### config.mk
export PLATFORM = sky130hd
export DESIGN_NAME = evt_agg
export DESIGN_NICKNAME = d
export VERILOG_FILES = /design/src/rtl/evt_agg_pkg.sv /design/src/rtl/evt_fifo.sv /design/src/rtl/local_conv.sv /design/src/rtl/mcast_match.sv /design/src/rtl/evt_counters.sv /design/src/rtl/evt_agg.sv
export SDC_FILE = /design/constraint.sdc
export NUM_CORES = 1
export LEC_CHECK = 0
export BUFFER_PORTS_ARGS = -buffer_cell sky130_fd_sc_hd__clkbuf_2
export CELL_PAD_IN_SITES_DETAIL_PLACEMENT = 1
export CELL_PAD_IN_SITES_GLOBAL_PLACEMENT = 2
export CORE_ASPECT_RATIO = 0.7
export CORE_UTILIZATION = 39
export DETAILED_ROUTE_END_ITERATION = 8
export PLACE_DENSITY = 0.91
export SETUP_SLACK_MARGIN = 0.05
export SYNTH_ARGS = -nofsm -noshare
export SYNTH_HDL_FRONTEND = slang
export SYNTH_HIERARCHICAL = 1
export SYNTH_SLANG_ARGS = --single-unit
### constraint.sdc
create_clock -name clk -period 5 [get_ports clk]
set_input_delay 0.75 -clock clk [delete_from_list [all_inputs] [get_ports clk]]
set_output_delay 0.75 -clock clk [all_outputs]
set_load 0.01 [all_outputs]
### src/rtl/evt_agg_pkg.sv
package evt_agg_pkg;
  // Word addresses of the register groups
  localparam int unsigned ADDR_STATUS = 0;
  localparam int unsigned ADDR_MASK   = 8;
  localparam int unsigned ADDR_LOCAL  = 16;
  localparam int unsigned ADDR_MCAST  = 32;
  localparam int unsigned ADDR_CCFG   = 48;
  localparam int unsigned ADDR_CVAL   = 56;

  // Field positions inside configuration words
  localparam int unsigned LOC_EDGE_BIT = 16;
  localparam int unsigned LOC_EN_BIT   = 17;
  localparam int unsigned MC_OUT0_LSB  = 16;
  localparam int unsigned MC_OUT1_LSB  = 32;
  localparam int unsigned MC_EN_BIT    = 48;
  localparam int unsigned CNT_EN_BIT   = 16;

  // Saturating increment for a counter of width w (w <= 32)
  function automatic logic [31:0] sat_step(logic [31:0] v, int unsigned w);
    logic [31:0] top;
    top = (w >= 32) ? 32'hFFFF_FFFF : ((32'd1 << w) - 32'd1);
    return (v >= top) ? top : v + 32'd1;
  endfunction

  // Detection rule for one local line
  function automatic logic local_fire(logic cur, logic prev, logic edge_mode, logic en);
    return en & (edge_mode ? (cur & ~prev) : cur);
  endfunction
endpackage

### src/rtl/evt_fifo.sv
module evt_fifo #(
  parameter int unsigned W     = 8,
  parameter int unsigned DEPTH = 4
) (
  input  logic         clk,
  input  logic         rst_n,
  input  logic         push,
  input  logic [W-1:0] din,
  output logic         full,
  input  logic         pop,
  output logic         valid,
  output logic [W-1:0] dout
);
  localparam int unsigned PTR_W = (DEPTH > 1) ? $clog2(DEPTH) : 1;
  localparam int unsigned CNT_W = $clog2(DEPTH + 1);

  logic [W-1:0]     mem [DEPTH];
  logic [PTR_W-1:0] wr_ptr, rd_ptr;
  logic [CNT_W-1:0] count;
  logic             do_push, do_pop;

  assign full    = (count == CNT_W'(DEPTH));
  assign valid   = (count != '0);
  assign dout    = mem[rd_ptr];
  assign do_push = push && !full;
  assign do_pop  = pop && valid;

  function automatic logic [PTR_W-1:0] ptr_next(logic [PTR_W-1:0] p);
    return (p == PTR_W'(DEPTH - 1)) ? '0 : p + PTR_W'(1);
  endfunction

  always_ff @(posedge clk or negedge rst_n) begin
    if (!rst_n) begin
      wr_ptr <= '0;
      rd_ptr <= '0;
      count  <= '0;
    end else begin
      if (do_push) wr_ptr <= ptr_next(wr_ptr);
      if (do_pop)  rd_ptr <= ptr_next(rd_ptr);
      if (do_push && !do_pop)      count <= count + CNT_W'(1);
      else if (do_pop && !do_push) count <= count - CNT_W'(1);
    end
  end

  always_ff @(posedge clk) begin
    if (do_push) mem[wr_ptr] <= din;
  end
endmodule

### src/rtl/local_conv.sv
module local_conv import evt_agg_pkg::*; #(
  parameter int unsigned N     = 4,
  parameter int unsigned EVT_W = 8
) (
  input  logic                    clk,
  input  logic                    rst_n,
  input  logic [N-1:0]            irq,
  input  logic [N-1:0]            en,
  input  logic [N-1:0]            edge_mode,
  input  logic [N-1:0][EVT_W-1:0] evt_num,
  input  logic                    slot_free,
  output logic                    push,
  output logic [EVT_W-1:0]        push_evt,
  output logic [N-1:0]            fire
);
  logic [N-1:0] prev_q, pend_q, grant;

  always_comb begin
    for (int i = 0; i < N; i++) fire[i] = local_fire(irq[i], prev_q[i], edge_mode[i], en[i]);
  end

  // lowest pending line wins the lane-0 slot
  always_comb begin
    logic found;
    found    = 1'b0;
    grant    = '0;
    push_evt = '0;
    for (int i = 0; i < N; i++) begin
      if (slot_free && pend_q[i] && !found) begin
        found    = 1'b1;
        grant[i] = 1'b1;
        push_evt = evt_num[i];
      end
    end
  end

  assign push = |grant;

  always_ff @(posedge clk or negedge rst_n) begin
    if (!rst_n) begin
      prev_q <= '0;
      pend_q <= '0;
    end else begin
      prev_q <= irq;
      pend_q <= (pend_q & ~grant) | fire;
    end
  end
endmodule

### src/rtl/mcast_match.sv
module mcast_match #(
  parameter int unsigned M     = 2,
  parameter int unsigned EVT_W = 8
) (
  input  logic [M-1:0][EVT_W-1:0] in_num,
  input  logic [M-1:0][EVT_W-1:0] out0_num,
  input  logic [M-1:0][EVT_W-1:0] out1_num,
  input  logic [M-1:0]            en,
  input  logic [EVT_W-1:0]        evt,
  output logic                    hit,
  output logic [EVT_W-1:0]        out0,
  output logic [EVT_W-1:0]        out1
);
  always_comb begin
    hit  = 1'b0;
    out0 = '0;
    out1 = '0;
    for (int m = 0; m < M; m++) begin
      if (!hit && en[m] && (in_num[m] == evt)) begin
        hit  = 1'b1;
        out0 = out0_num[m];
        out1 = out1_num[m];
      end
    end
  end
endmodule

### src/rtl/evt_counters.sv
module evt_counters import evt_agg_pkg::*; #(
  parameter int unsigned C     = 4,
  parameter int unsigned EVT_W = 8,
  parameter int unsigned CNT_W = 8
) (
  input  logic                    clk,
  input  logic                    rst_n,
  input  logic                    accept,
  input  logic [EVT_W-1:0]        evt,
  input  logic [C-1:0][EVT_W-1:0] match,
  input  logic [C-1:0]            en,
  input  logic [C-1:0]            clr,
  output logic [C-1:0][CNT_W-1:0] val,
  output logic [C-1:0]            rise
);
  logic [C-1:0] inc;

  always_comb begin
    for (int c = 0; c < C; c++) begin
      inc[c]  = accept && en[c] && (match[c] == evt);
      rise[c] = inc[c] && !clr[c] && (val[c] == '0);
    end
  end

  always_ff @(posedge clk or negedge rst_n) begin
    if (!rst_n) begin
      val <= '0;
    end else begin
      for (int c = 0; c < C; c++) begin
        if (clr[c])      val[c] <= '0;
        else if (inc[c]) val[c] <= CNT_W'(sat_step(32'(val[c]), CNT_W));
      end
    end
  end
endmodule

### src/rtl/evt_agg.sv
module evt_agg import evt_agg_pkg::*; #(
  parameter int unsigned N_LOCAL    = 4,
  parameter int unsigned N_MCAST    = 2,
  parameter int unsigned N_CNT      = 4,
  parameter int unsigned N_HOST     = 2,
  parameter int unsigned EVT_W      = 8,
  parameter int unsigned CNT_W      = 8,
  parameter int unsigned FIFO_DEPTH = 4,
  parameter int unsigned ADDR_W     = 6
) (
  input  logic               clk,
  input  logic               rst_n,
  input  logic [N_LOCAL-1:0] local_irq,
  input  logic               ing_valid,
  input  logic [EVT_W-1:0]   ing_evt,
  output logic               ing_ready,
  output logic               eg0_valid,
  output logic [EVT_W-1:0]   eg0_evt,
  input  logic               eg0_ready,
  output logic               eg1_valid,
  output logic [EVT_W-1:0]   eg1_evt,
  input  logic               eg1_ready,
  input  logic               reg_wr,
  input  logic [ADDR_W-1:0]  reg_addr,
  input  logic [63:0]        reg_wdata,
  output logic [63:0]        reg_rdata,
  output logic [N_HOST-1:0]  host_irq
);
  // configuration state
  logic [N_HOST-1:0][N_CNT-1:0]   mask_q;
  logic [N_LOCAL-1:0][EVT_W-1:0]  loc_num_q;
  logic [N_LOCAL-1:0]             loc_edge_q, loc_en_q;
  logic [N_MCAST-1:0][EVT_W-1:0]  mc_in_q, mc_o0_q, mc_o1_q;
  logic [N_MCAST-1:0]             mc_en_q;
  logic [N_CNT-1:0][EVT_W-1:0]    cm_evt_q;
  logic [N_CNT-1:0]               cm_en_q;
  logic [N_CNT-1:0]               status_q;

  // named internal events
  logic                           accept, mc_hit, mc_take;
  logic [EVT_W-1:0]               mc_out0, mc_out1;
  logic                           loc_push;
  logic [EVT_W-1:0]               loc_evt;
  logic [N_LOCAL-1:0]             loc_fire;
  logic                           lane0_push, lane0_full, lane1_push, lane1_full;
  logic [EVT_W-1:0]               lane0_din;
  logic [N_CNT-1:0][CNT_W-1:0]    cnt_val;
  logic [N_CNT-1:0]               cnt_rise, cnt_clr;
  logic [N_CNT-1:0]               status_w1c;
  logic                           unused_wdata;

  assign unused_wdata = ^reg_wdata;

  // ingress and lane steering
  assign ing_ready  = !lane0_full && !lane1_full;
  assign accept     = ing_valid && ing_ready;
  assign mc_take    = accept && mc_hit;
  assign lane0_push = mc_take || loc_push;
  assign lane0_din  = mc_take ? mc_out0 : loc_evt;
  assign lane1_push = mc_take;

  local_conv #(.N(N_LOCAL), .EVT_W(EVT_W)) u_loc (
    .clk       (clk),
    .rst_n     (rst_n),
    .irq       (local_irq),
    .en        (loc_en_q),
    .edge_mode (loc_edge_q),
    .evt_num   (loc_num_q),
    .slot_free (!lane0_full && !mc_take),
    .push      (loc_push),
    .push_evt  (loc_evt),
    .fire      (loc_fire)
  );

  mcast_match #(.M(N_MCAST), .EVT_W(EVT_W)) u_mc (
    .in_num   (mc_in_q),
    .out0_num (mc_o0_q),
    .out1_num (mc_o1_q),
    .en       (mc_en_q),
    .evt      (ing_evt),
    .hit      (mc_hit),
    .out0     (mc_out0),
    .out1     (mc_out1)
  );

  evt_counters #(.C(N_CNT), .EVT_W(EVT_W), .CNT_W(CNT_W)) u_cnt (
    .clk    (clk),
    .rst_n  (rst_n),
    .accept (accept),
    .evt    (ing_evt),
    .match  (cm_evt_q),
    .en     (cm_en_q),
    .clr    (cnt_clr),
    .val    (cnt_val),
    .rise   (cnt_rise)
  );

  evt_fifo #(.W(EVT_W), .DEPTH(FIFO_DEPTH)) u_lane0 (
    .clk   (clk),
    .rst_n (rst_n),
    .push  (lane0_push),
    .din   (lane0_din),
    .full  (lane0_full),
    .pop   (eg0_ready),
    .valid (eg0_valid),
    .dout  (eg0_evt)
  );

  evt_fifo #(.W(EVT_W), .DEPTH(FIFO_DEPTH)) u_lane1 (
    .clk   (clk),
    .rst_n (rst_n),
    .push  (lane1_push),
    .din   (mc_out1),
    .full  (lane1_full),
    .pop   (eg1_ready),
    .valid (eg1_valid),
    .dout  (eg1_evt)
  );

  // register writes
  always_ff @(posedge clk or negedge rst_n) begin
    if (!rst_n) begin
      mask_q     <= '0;
      loc_num_q  <= '0;
      loc_edge_q <= '0;
      loc_en_q   <= '0;
      mc_in_q    <= '0;
      mc_o0_q    <= '0;
      mc_o1_q    <= '0;
      mc_en_q    <= '0;
      cm_evt_q   <= '0;
      cm_en_q    <= '0;
    end else if (reg_wr) begin
      for (int h = 0; h < N_HOST; h++)
        if (reg_addr == ADDR_W'(ADDR_MASK + h)) mask_q[h] <= reg_wdata[N_CNT-1:0];
      for (int i = 0; i < N_LOCAL; i++)
        if (reg_addr == ADDR_W'(ADDR_LOCAL + i)) begin
          loc_num_q[i]  <= reg_wdata[EVT_W-1:0];
          loc_edge_q[i] <= reg_wdata[LOC_EDGE_BIT];
          loc_en_q[i]   <= reg_wdata[LOC_EN_BIT];
        end
      for (int m = 0; m < N_MCAST; m++)
        if (reg_addr == ADDR_W'(ADDR_MCAST + m)) begin
          mc_in_q[m] <= reg_wdata[EVT_W-1:0];
          mc_o0_q[m] <= reg_wdata[MC_OUT0_LSB +: EVT_W];
          mc_o1_q[m] <= reg_wdata[MC_OUT1_LSB +: EVT_W];
          mc_en_q[m] <= reg_wdata[MC_EN_BIT];
        end
      for (int c = 0; c < N_CNT; c++)
        if (reg_addr == ADDR_W'(ADDR_CCFG + c)) begin
          cm_evt_q[c] <= reg_wdata[EVT_W-1:0];
          cm_en_q[c]  <= reg_wdata[CNT_EN_BIT];
        end
    end
  end

  always_comb begin
    for (int c = 0; c < N_CNT; c++) cnt_clr[c] = reg_wr && (reg_addr == ADDR_W'(ADDR_CVAL + c));
    status_w1c = (reg_wr && reg_addr == ADDR_W'(ADDR_STATUS)) ? reg_wdata[N_CNT-1:0] : '0;
  end

  // status: set wins over clear
  always_ff @(posedge clk or negedge rst_n) begin
    if (!rst_n) status_q <= '0;
    else        status_q <= (status_q & ~status_w1c) | cnt_rise;
  end

  always_comb begin
    for (int h = 0; h < N_HOST; h++) host_irq[h] = |(status_q & mask_q[h]);
  end

  // register reads
  always_comb begin
    reg_rdata = '0;
    if (reg_addr == ADDR_W'(ADDR_STATUS)) reg_rdata[N_CNT-1:0] = status_q;
    for (int h = 0; h < N_HOST; h++)
      if (reg_addr == ADDR_W'(ADDR_MASK + h)) reg_rdata[N_CNT-1:0] = mask_q[h];
    for (int i = 0; i < N_LOCAL; i++)
      if (reg_addr == ADDR_W'(ADDR_LOCAL + i)) begin
        reg_rdata[EVT_W-1:0]    = loc_num_q[i];
        reg_rdata[LOC_EDGE_BIT] = loc_edge_q[i];
        reg_rdata[LOC_EN_BIT]   = loc_en_q[i];
      end
    for (int m = 0; m < N_MCAST; m++)
      if (reg_addr == ADDR_W'(ADDR_MCAST + m)) begin
        reg_rdata[EVT_W-1:0]             = mc_in_q[m];
        reg_rdata[MC_OUT0_LSB +: EVT_W]  = mc_o0_q[m];
        reg_rdata[MC_OUT1_LSB +: EVT_W]  = mc_o1_q[m];
        reg_rdata[MC_EN_BIT]             = mc_en_q[m];
      end
    for (int c = 0; c < N_CNT; c++) begin
      if (reg_addr == ADDR_W'(ADDR_CCFG + c)) begin
        reg_rdata[EVT_W-1:0]  = cm_evt_q[c];
        reg_rdata[CNT_EN_BIT] = cm_en_q[c];
      end
      if (reg_addr == ADDR_W'(ADDR_CVAL + c)) reg_rdata[CNT_W-1:0] = cnt_val[c];
    end
  end
endmodule

# == Word-level counts from Yosys, hierarchy flattened ==
# Memory sizes are Yosys's and may differ from the RTL's.
# Cells that the tools add are included.
# word_totals
reg_bits,192
mem_bits_rw,64
inputBits,88
out_inout_bits,85
elab_cells,273
n_memories,2
# op_classes
add_sub_neg,12
order_cmp,4
n_eq_ne,28
muxes,77
bitwise,20
reduce_logical,87
# mem_list
name,words,word_bits,read_ports,rd_clocked_by_memory_dff,write_ports,line,rtl
u_lane0.mem,4,8,1,0,1,evt_fifo.sv:17,logic [W-1:0] mem [DEPTH];
u_lane1.mem,4,8,1,0,1,evt_fifo.sv:17,
# ops
operator,count
two-way mux 8 bit,39
equality test 6 bit (second input constant),10
equality test 8 bit,6
logical AND 1 bit,43
adder 8 x 1 -> 8 bit (second input constant),4
>= comparator 8 bit (second input constant),4
logical NOT 8 bit,4
equality test 6 x 5 -> 1 bit (second input constant),4
AND reduction 2 bit,12
two-way mux 1 bit,22
AND 4 bit,4
two-way mux 2 bit,8
two-way mux 4 bit,4
logical NOT 1 bit,15
equality test 6 x 4 -> 1 bit (second input constant),2
two-way mux 3 bit,4
nonzero test 2 bit,6
OR reduction 4 bit,3
adder 2 x 1 -> 2 bit (second input constant),4
AND 1 bit,8
equality test 2 bit (second input constant),4
NOT 4 bit,2
OR 4 bit,2
adder 3 x 1 -> 3 bit (second input constant),2
6 further kinds,12

# == Logic depth before layout (Yosys ltp) ==
# depth
depth_word,28
ltp_mapped,19
depth_no_buf,16

# == Modules after synthesis ==
# Netlist, hierarchy kept.
# by_module_without_submodules
mod,n_inst,cells_per_inst,area_each_um2,seq_area_each_um2
evt_agg,1,640,7303.3,3453.3
evt_counters,1,266,2372.3,800.8
evt_fifo (u_lane1),1,79,1619.1,1136.1
evt_fifo (u_lane0),1,79,1609.0,1136.1
mcast_match,1,93,663.1,0.0
local_conv,1,66,564.3,200.2

# == Worst setup path after synthesis ==
# No wires, ideal clock.
# synth_path
path_type,input to register
from,input ing_evt[1]
to,register u_lane0.count[1]
setup_ps,125
t_arrival_ps,3767
required_time_ps,4875
path_slack_ps,1109
stages,17
n_path_buf,3
path_cell_list,xnor2_1 > nand3_1 > nor3_1 > buf_4 > buf_6 > a41o_2 > and3_1 > clkbuf_1 > nor2_1 > clkinv_1 > nor2_1 > or2_2 > nor2b_2 > ha_1 > inv_1 > fa_1 > mux2_2
# synth_via
elab_chain_len,27
word_cells_on_any_way,35
cone_classes,eq/ne: 2; mux: 9; reduce/logical: 24
# synth_rtl
element,line,rtl
"start, declared",evt_agg.sv:15,"input logic [EVT_W-1:0] ing_evt,"
equality test 8 bit,mcast_match.sv:19,if (!hit && en[m] && (in_num[m] == evt)) begin
logical AND 1 bit,mcast_match.sv:19,
two-way mux 1 bit,mcast_match.sv:19,
logical NOT 1 bit,mcast_match.sv:19,
logical AND 1 bit (2 in a row),mcast_match.sv:19,
two-way mux 1 bit (*),mcast_match.sv:19,
via mc_hit,evt_agg.sv:40,"logic accept, mc_hit, mc_take;"
logical AND 1 bit (*),evt_agg.sv:57,assign mc_take = accept && mc_hit;
via lane1_push,evt_agg.sv:45,"logic lane0_push, lane0_full, lane1_push, lane1_full;"
[14 not listed],-,
via loc_push,evt_agg.sv:42,logic loc_push;
logical OR 1 bit (*),evt_agg.sv:58,assign lane0_push = mc_take || loc_push;
via lane0_push,evt_agg.sv:45,
logical AND 1 bit (*),evt_fifo.sv:25,assign do_push = push && !full;
via u_lane0.do_push,evt_fifo.sv:20,"logic do_push, do_pop;"
logical NOT 1 bit,evt_fifo.sv:41,else if (do_pop && !do_push) count <= count - CNT_W'(1);
logical AND 1 bit,evt_fifo.sv:41,
nonzero test 2 bit (no source line),-,
"end signal, assigned",evt_fifo.sv:40,if (do_push && !do_pop) count <= count + CNT_W'(1);
"end signal, assigned",evt_fifo.sv:41,
"end, declared",evt_fifo.sv:19,logic [CNT_W-1:0] count;
# Mark *: on every way through the listed nets, which the timed path passes. The rest lies on a longest branch.
# A chain may end at the register's enable or synchronous reset.

# == Worst setup path in the final report ==
# layout_path
from,input reg_addr[3]
to,output reg_rdata[3]
# layout_via
elab_chain_len,18
word_cells_on_any_way,34
cone_classes,eq/ne: 16; mux: 17; reduce/logical: 1
# layout_rtl
element,line,rtl
"start, declared",evt_agg.sv:24,"input logic [ADDR_W-1:0] reg_addr,"
logical NOT 6 bit,evt_agg.sv:175,if (reg_addr == ADDR_W'(ADDR_STATUS)) reg_rdata[N_CNT-1:0] = status_q;
two-way mux 4 bit,evt_agg.sv:175,
two-way mux 4 bit (2 in a row),evt_agg.sv:177,if (reg_addr == ADDR_W'(ADDR_MASK + h)) reg_rdata[N_CNT-1:0] = mask_q[h];
two-way mux 8 bit (4 in a row),evt_agg.sv:179,if (reg_addr == ADDR_W'(ADDR_LOCAL + i)) begin
two-way mux 8 bit (2 in a row),evt_agg.sv:185,if (reg_addr == ADDR_W'(ADDR_MCAST + m)) begin
two-way mux 8 bit,evt_agg.sv:192,if (reg_addr == ADDR_W'(ADDR_CCFG + c)) begin
two-way mux 8 bit,evt_agg.sv:196,if (reg_addr == ADDR_W'(ADDR_CVAL + c)) reg_rdata[CNT_W-1:0] = cnt_val[c];
two-way mux 8 bit,evt_agg.sv:192,
two-way mux 8 bit,evt_agg.sv:196,
two-way mux 8 bit,evt_agg.sv:192,
two-way mux 8 bit,evt_agg.sv:196,
two-way mux 8 bit,evt_agg.sv:192,
two-way mux 8 bit (*),evt_agg.sv:196,
"end, declared",evt_agg.sv:26,"output logic [63:0] reg_rdata,"
# Every way passes the cells marked *; elsewhere a longest branch is shown, timed or not.

==> impl_metrics.tcl <==
set metrics [dict create \
    final_common_cell "dfrtp_1" \
    grt.busiest_layer "met2" \
    crit_chain "clkbuf_2 -> or4b_1 -> nor2_1 -> a2111oi_0 -> o21ai_1 -> a222oi_1 -> o41ai_2 -> clkbuf_2" \
    cts_inserted_buffers 28 \
    portBuffers 94 \
    outcome "finished clean" \
    die_w_um 229.5 \
    ys_async_sr_fraction_pct 75.00 \
    yosysUniqueCellTypes 90 \
    crit_arrival_ps 3510 \
    critPathLaunchType "input port" \
    finalWirelength_mm 44.66 \
    postLayoutCoreUtil_pct 45.07 \
    layout.nets 1411 \
    rows 57 \
    htreeDepth 1 \
    ys_warn_count 6 \
    grtUsageMet1_pct 35.80 \
    antenna_found_initial 1 \
    grt_overflow 0 \
    cts_setup_buffers 0 \
    die_y_um 161.3 \
    seq_power_share_pct 45.0 \
    cts.repair.resized 0 \
    cp_top_family "compound AO/OA/AOI/OAI gates" \
    cp-end-kind "output pin" \
    drv_cap 0 \
    ant_nets 0 \
    netlist_instances 1223 \
    p_clk_share_pct 35.1 \
    cp.required_ps 4250 \
    clkLatencyLatePin_ps 560 \
    combPwrFrac_pct 19.9 \
    die-area_um2 37010 \
    clk_pin_slew_ps 60 \
    synth_edf_count 64 \
    period_minus_slack_ps 4265 \
    area_growth_pct 12.13 \
    drc 0 \
    worstMarginPinSlew_ps 1293 \
    dr.pass1.iters 5 \
    grt_usage_pct 24.31 \
    postSynthAreaPerCell_um2 11.55 \
    multi_input_area_um2 6755 \
    slew_violations 0 \
    initial_core_util_pct 40.19 \
    drtIter0Drc 847 \
    nFillCells 3826 \
    yosysTopAreaCellShare_pct 34.00 \
    io_pins 173 \
    power.density_nw_per_um2 391.5 \
    intPower_mw 4.298 \
    switching_share_pct 30.73 \
    synth_ff_type "dfrtp_1" \
    cts_buffer_depth 3 \
    cts_hold_buf 0 \
    synth_top_cell_by_area "dfrtp_1" \
    rsz0062_at_grt "false" \
    wl_per_cell_um 24.87 \
    fmax_mhz 234.5 \
    min_path_type "input port to async pin" \
    cp_num_buf_inv 2 \
    first_global_vias 11010 \
    place_hpwl_mm 31.83 \
    tritoncts "yes" \
    p_switching_mw 1.906 \
    clock_skew_ps 9.454 \
    regArea_um2 6726 \
    finalHoldViolCount 0 \
    slew_headroom_pct 12.53 \
    yosysSeqAreaShare_pct 47.60 \
    tns_ps 0 \
    setup_viol 0 \
    critical_path.max_stage_delay_ps 820 \
    syn_area_um2 14130 \
    avgViaCountPerCell 5.927 \
    synth_seq_cells 256 \
    crit_path_top_delay_cell "a2111oi_0" \
    grt_pass1_wl_mm 69.03 \
    fin_crit_sh_pct 85.30 \
    final_cell_mix "192 x dfrtp_1, 148 x mux2_2, 93 x clkbuf_2" \
    grt_max_degree 108 \
    crit_type "input port to output pin" \
    peakVddDrop_mv 0.2462 \
    crit_top_cell "clkbuf_2" \
    path_max_fanout 25 \
    p_leak_nw 6.989 \
    yosys-top-cells-area "dfrtp_1 34%, edfxtp_1 14%, mux2_2 12%" \
    finalWeightedCongestion 0.9324 \
    global_route.usage.met3_pct 4.467 \
    num_vias 10640 \
    drive_gt1_share_pct 28.80 \
    met2_usage_pct 36.64 \
    core-area_um2 35160 \
    cts.sinks 256 \
    cts_root_buf "clkbuf_16" \
]
[kinds of logic (layout without fill, tap and decap cells)]
| group | after synthesis | after routing | share of synthesized area (%) |
|---|---|---|---|
| AND/OR/NAND/NOR | 341 | 341 | 13.94 |
| flip-flops | 256 | 256 | 47.60 |
| AO/OA/AOI/OAI | 206 | 206 | 10.50 |
| multiplexers | 197 | 197 | 16.96 |
| buffers and inverters | 149 | 211 | 5.702 |
| XOR/XNOR | 51 | 51 | 3.214 |
| adder cells (fa/ha/maj) | 22 | 22 | 2.054 |
| other | 1 | 40 | 0.02654 |
[path summary, 6_finish.rpt]
check | from | to | slack, ps | depth (start not counted)
max | reg_addr[3] | reg_rdata[3] | 740 | 8
min | rst_n | u_cnt/val[12] | 300 | 1
max reg2reg | mc_in_q[9] | u_lane1/count[2] | 1400 | 11
min reg2reg | u_lane0/count[2] | u_lane0/count[2] | 510 | 1
max in group asynchronous | rst_n | loc_num_q[8] | 3530 | 2
min in group clk | local_irq[1] | u_loc/prev_q[1] | 320 | 1
[power groups by stage]
stage	Clock, mW	Combinational (mW)	Sequential [mW]
3_3_place_gp	0	1.15	2.79
3_5_place_dp	0	1.22	2.83
4_1_cts	2.22	1.24	2.79
6_report	2.18	1.24	2.79
2_1_floorplan	0	0.940	2.65
5_1_grt	2.28	1.34	2.83
[final cells by class]
cell class | count | area share [%]
multi-input combinational | 856 | 42.63
clock buffer | 34 | 4.856
antenna | 1 | 0.01579
sequential | 256 | 42.45
tap | 472 | 3.727
clock inverter | 18 | 1.279
inverter | 45 | 1.066
timing repair buffer | 114 | 3.972
[routing by layer]
layer | up-vias | wire (µm)
li1 | 4612 | -
met1 | 5596 | 20590
met2 | 366 | 19820
met3 | 70 | 3093
met4 | 0 | 1154
met5 | - | 0
[metrics by stage]
step / cell area [µm²] / hold slack, ps / std cells / worst slack, ps / total power, mW
floorplan: 14270 / 454.4 / 1261 / 1109 / 3.587
global placement: 14870 / 479.7 / 1743 / 828.8 / 3.941
detailed placement: 14870 / 496.7 / 1743 / 803.9 / 4.045
CTS: 15840 / 299.7 / 1795 / 795.0 / 6.243
global route: 15850 / 308.8 / 1796 / 517.5 / 6.454
finish: 15850 / 298.9 / 1796 / 735.1 / 6.204
[state kept, by name, indices dropped and copies added, names as in the netlist, 3 cells and up]
name and flops:
loc_edge_q 4, u_cnt/val 32, mc_in_q 16, u_lane0/mem 32
u_lane1/mem 32, mc_o0_q 16, status_q 4, u_lane1/count 3
mask_q 8, cm_en_q 4, u_loc/pend_q 4, loc_num_q 32
cm_evt_q 32, u_lane0/count 3, loc_en_q 4, mc_o1_q 16
u_loc/prev_q 4
[cells in the mapped netlist (all sizes together), types with 19 or more instances]
cell type	count
edfxtp	64
nor4	19
xnor2	25
clkbuf	20
a21oi	43
nand2	78
ha	20
nor3	26
mux2i	25
inv	44
o21ai	21
mux2	156
xor2	26
a31oi	20
and3	37
dfrtp	192
buf	84
nor2	63
nand3	35
Power figures use the tool's default switching activity.
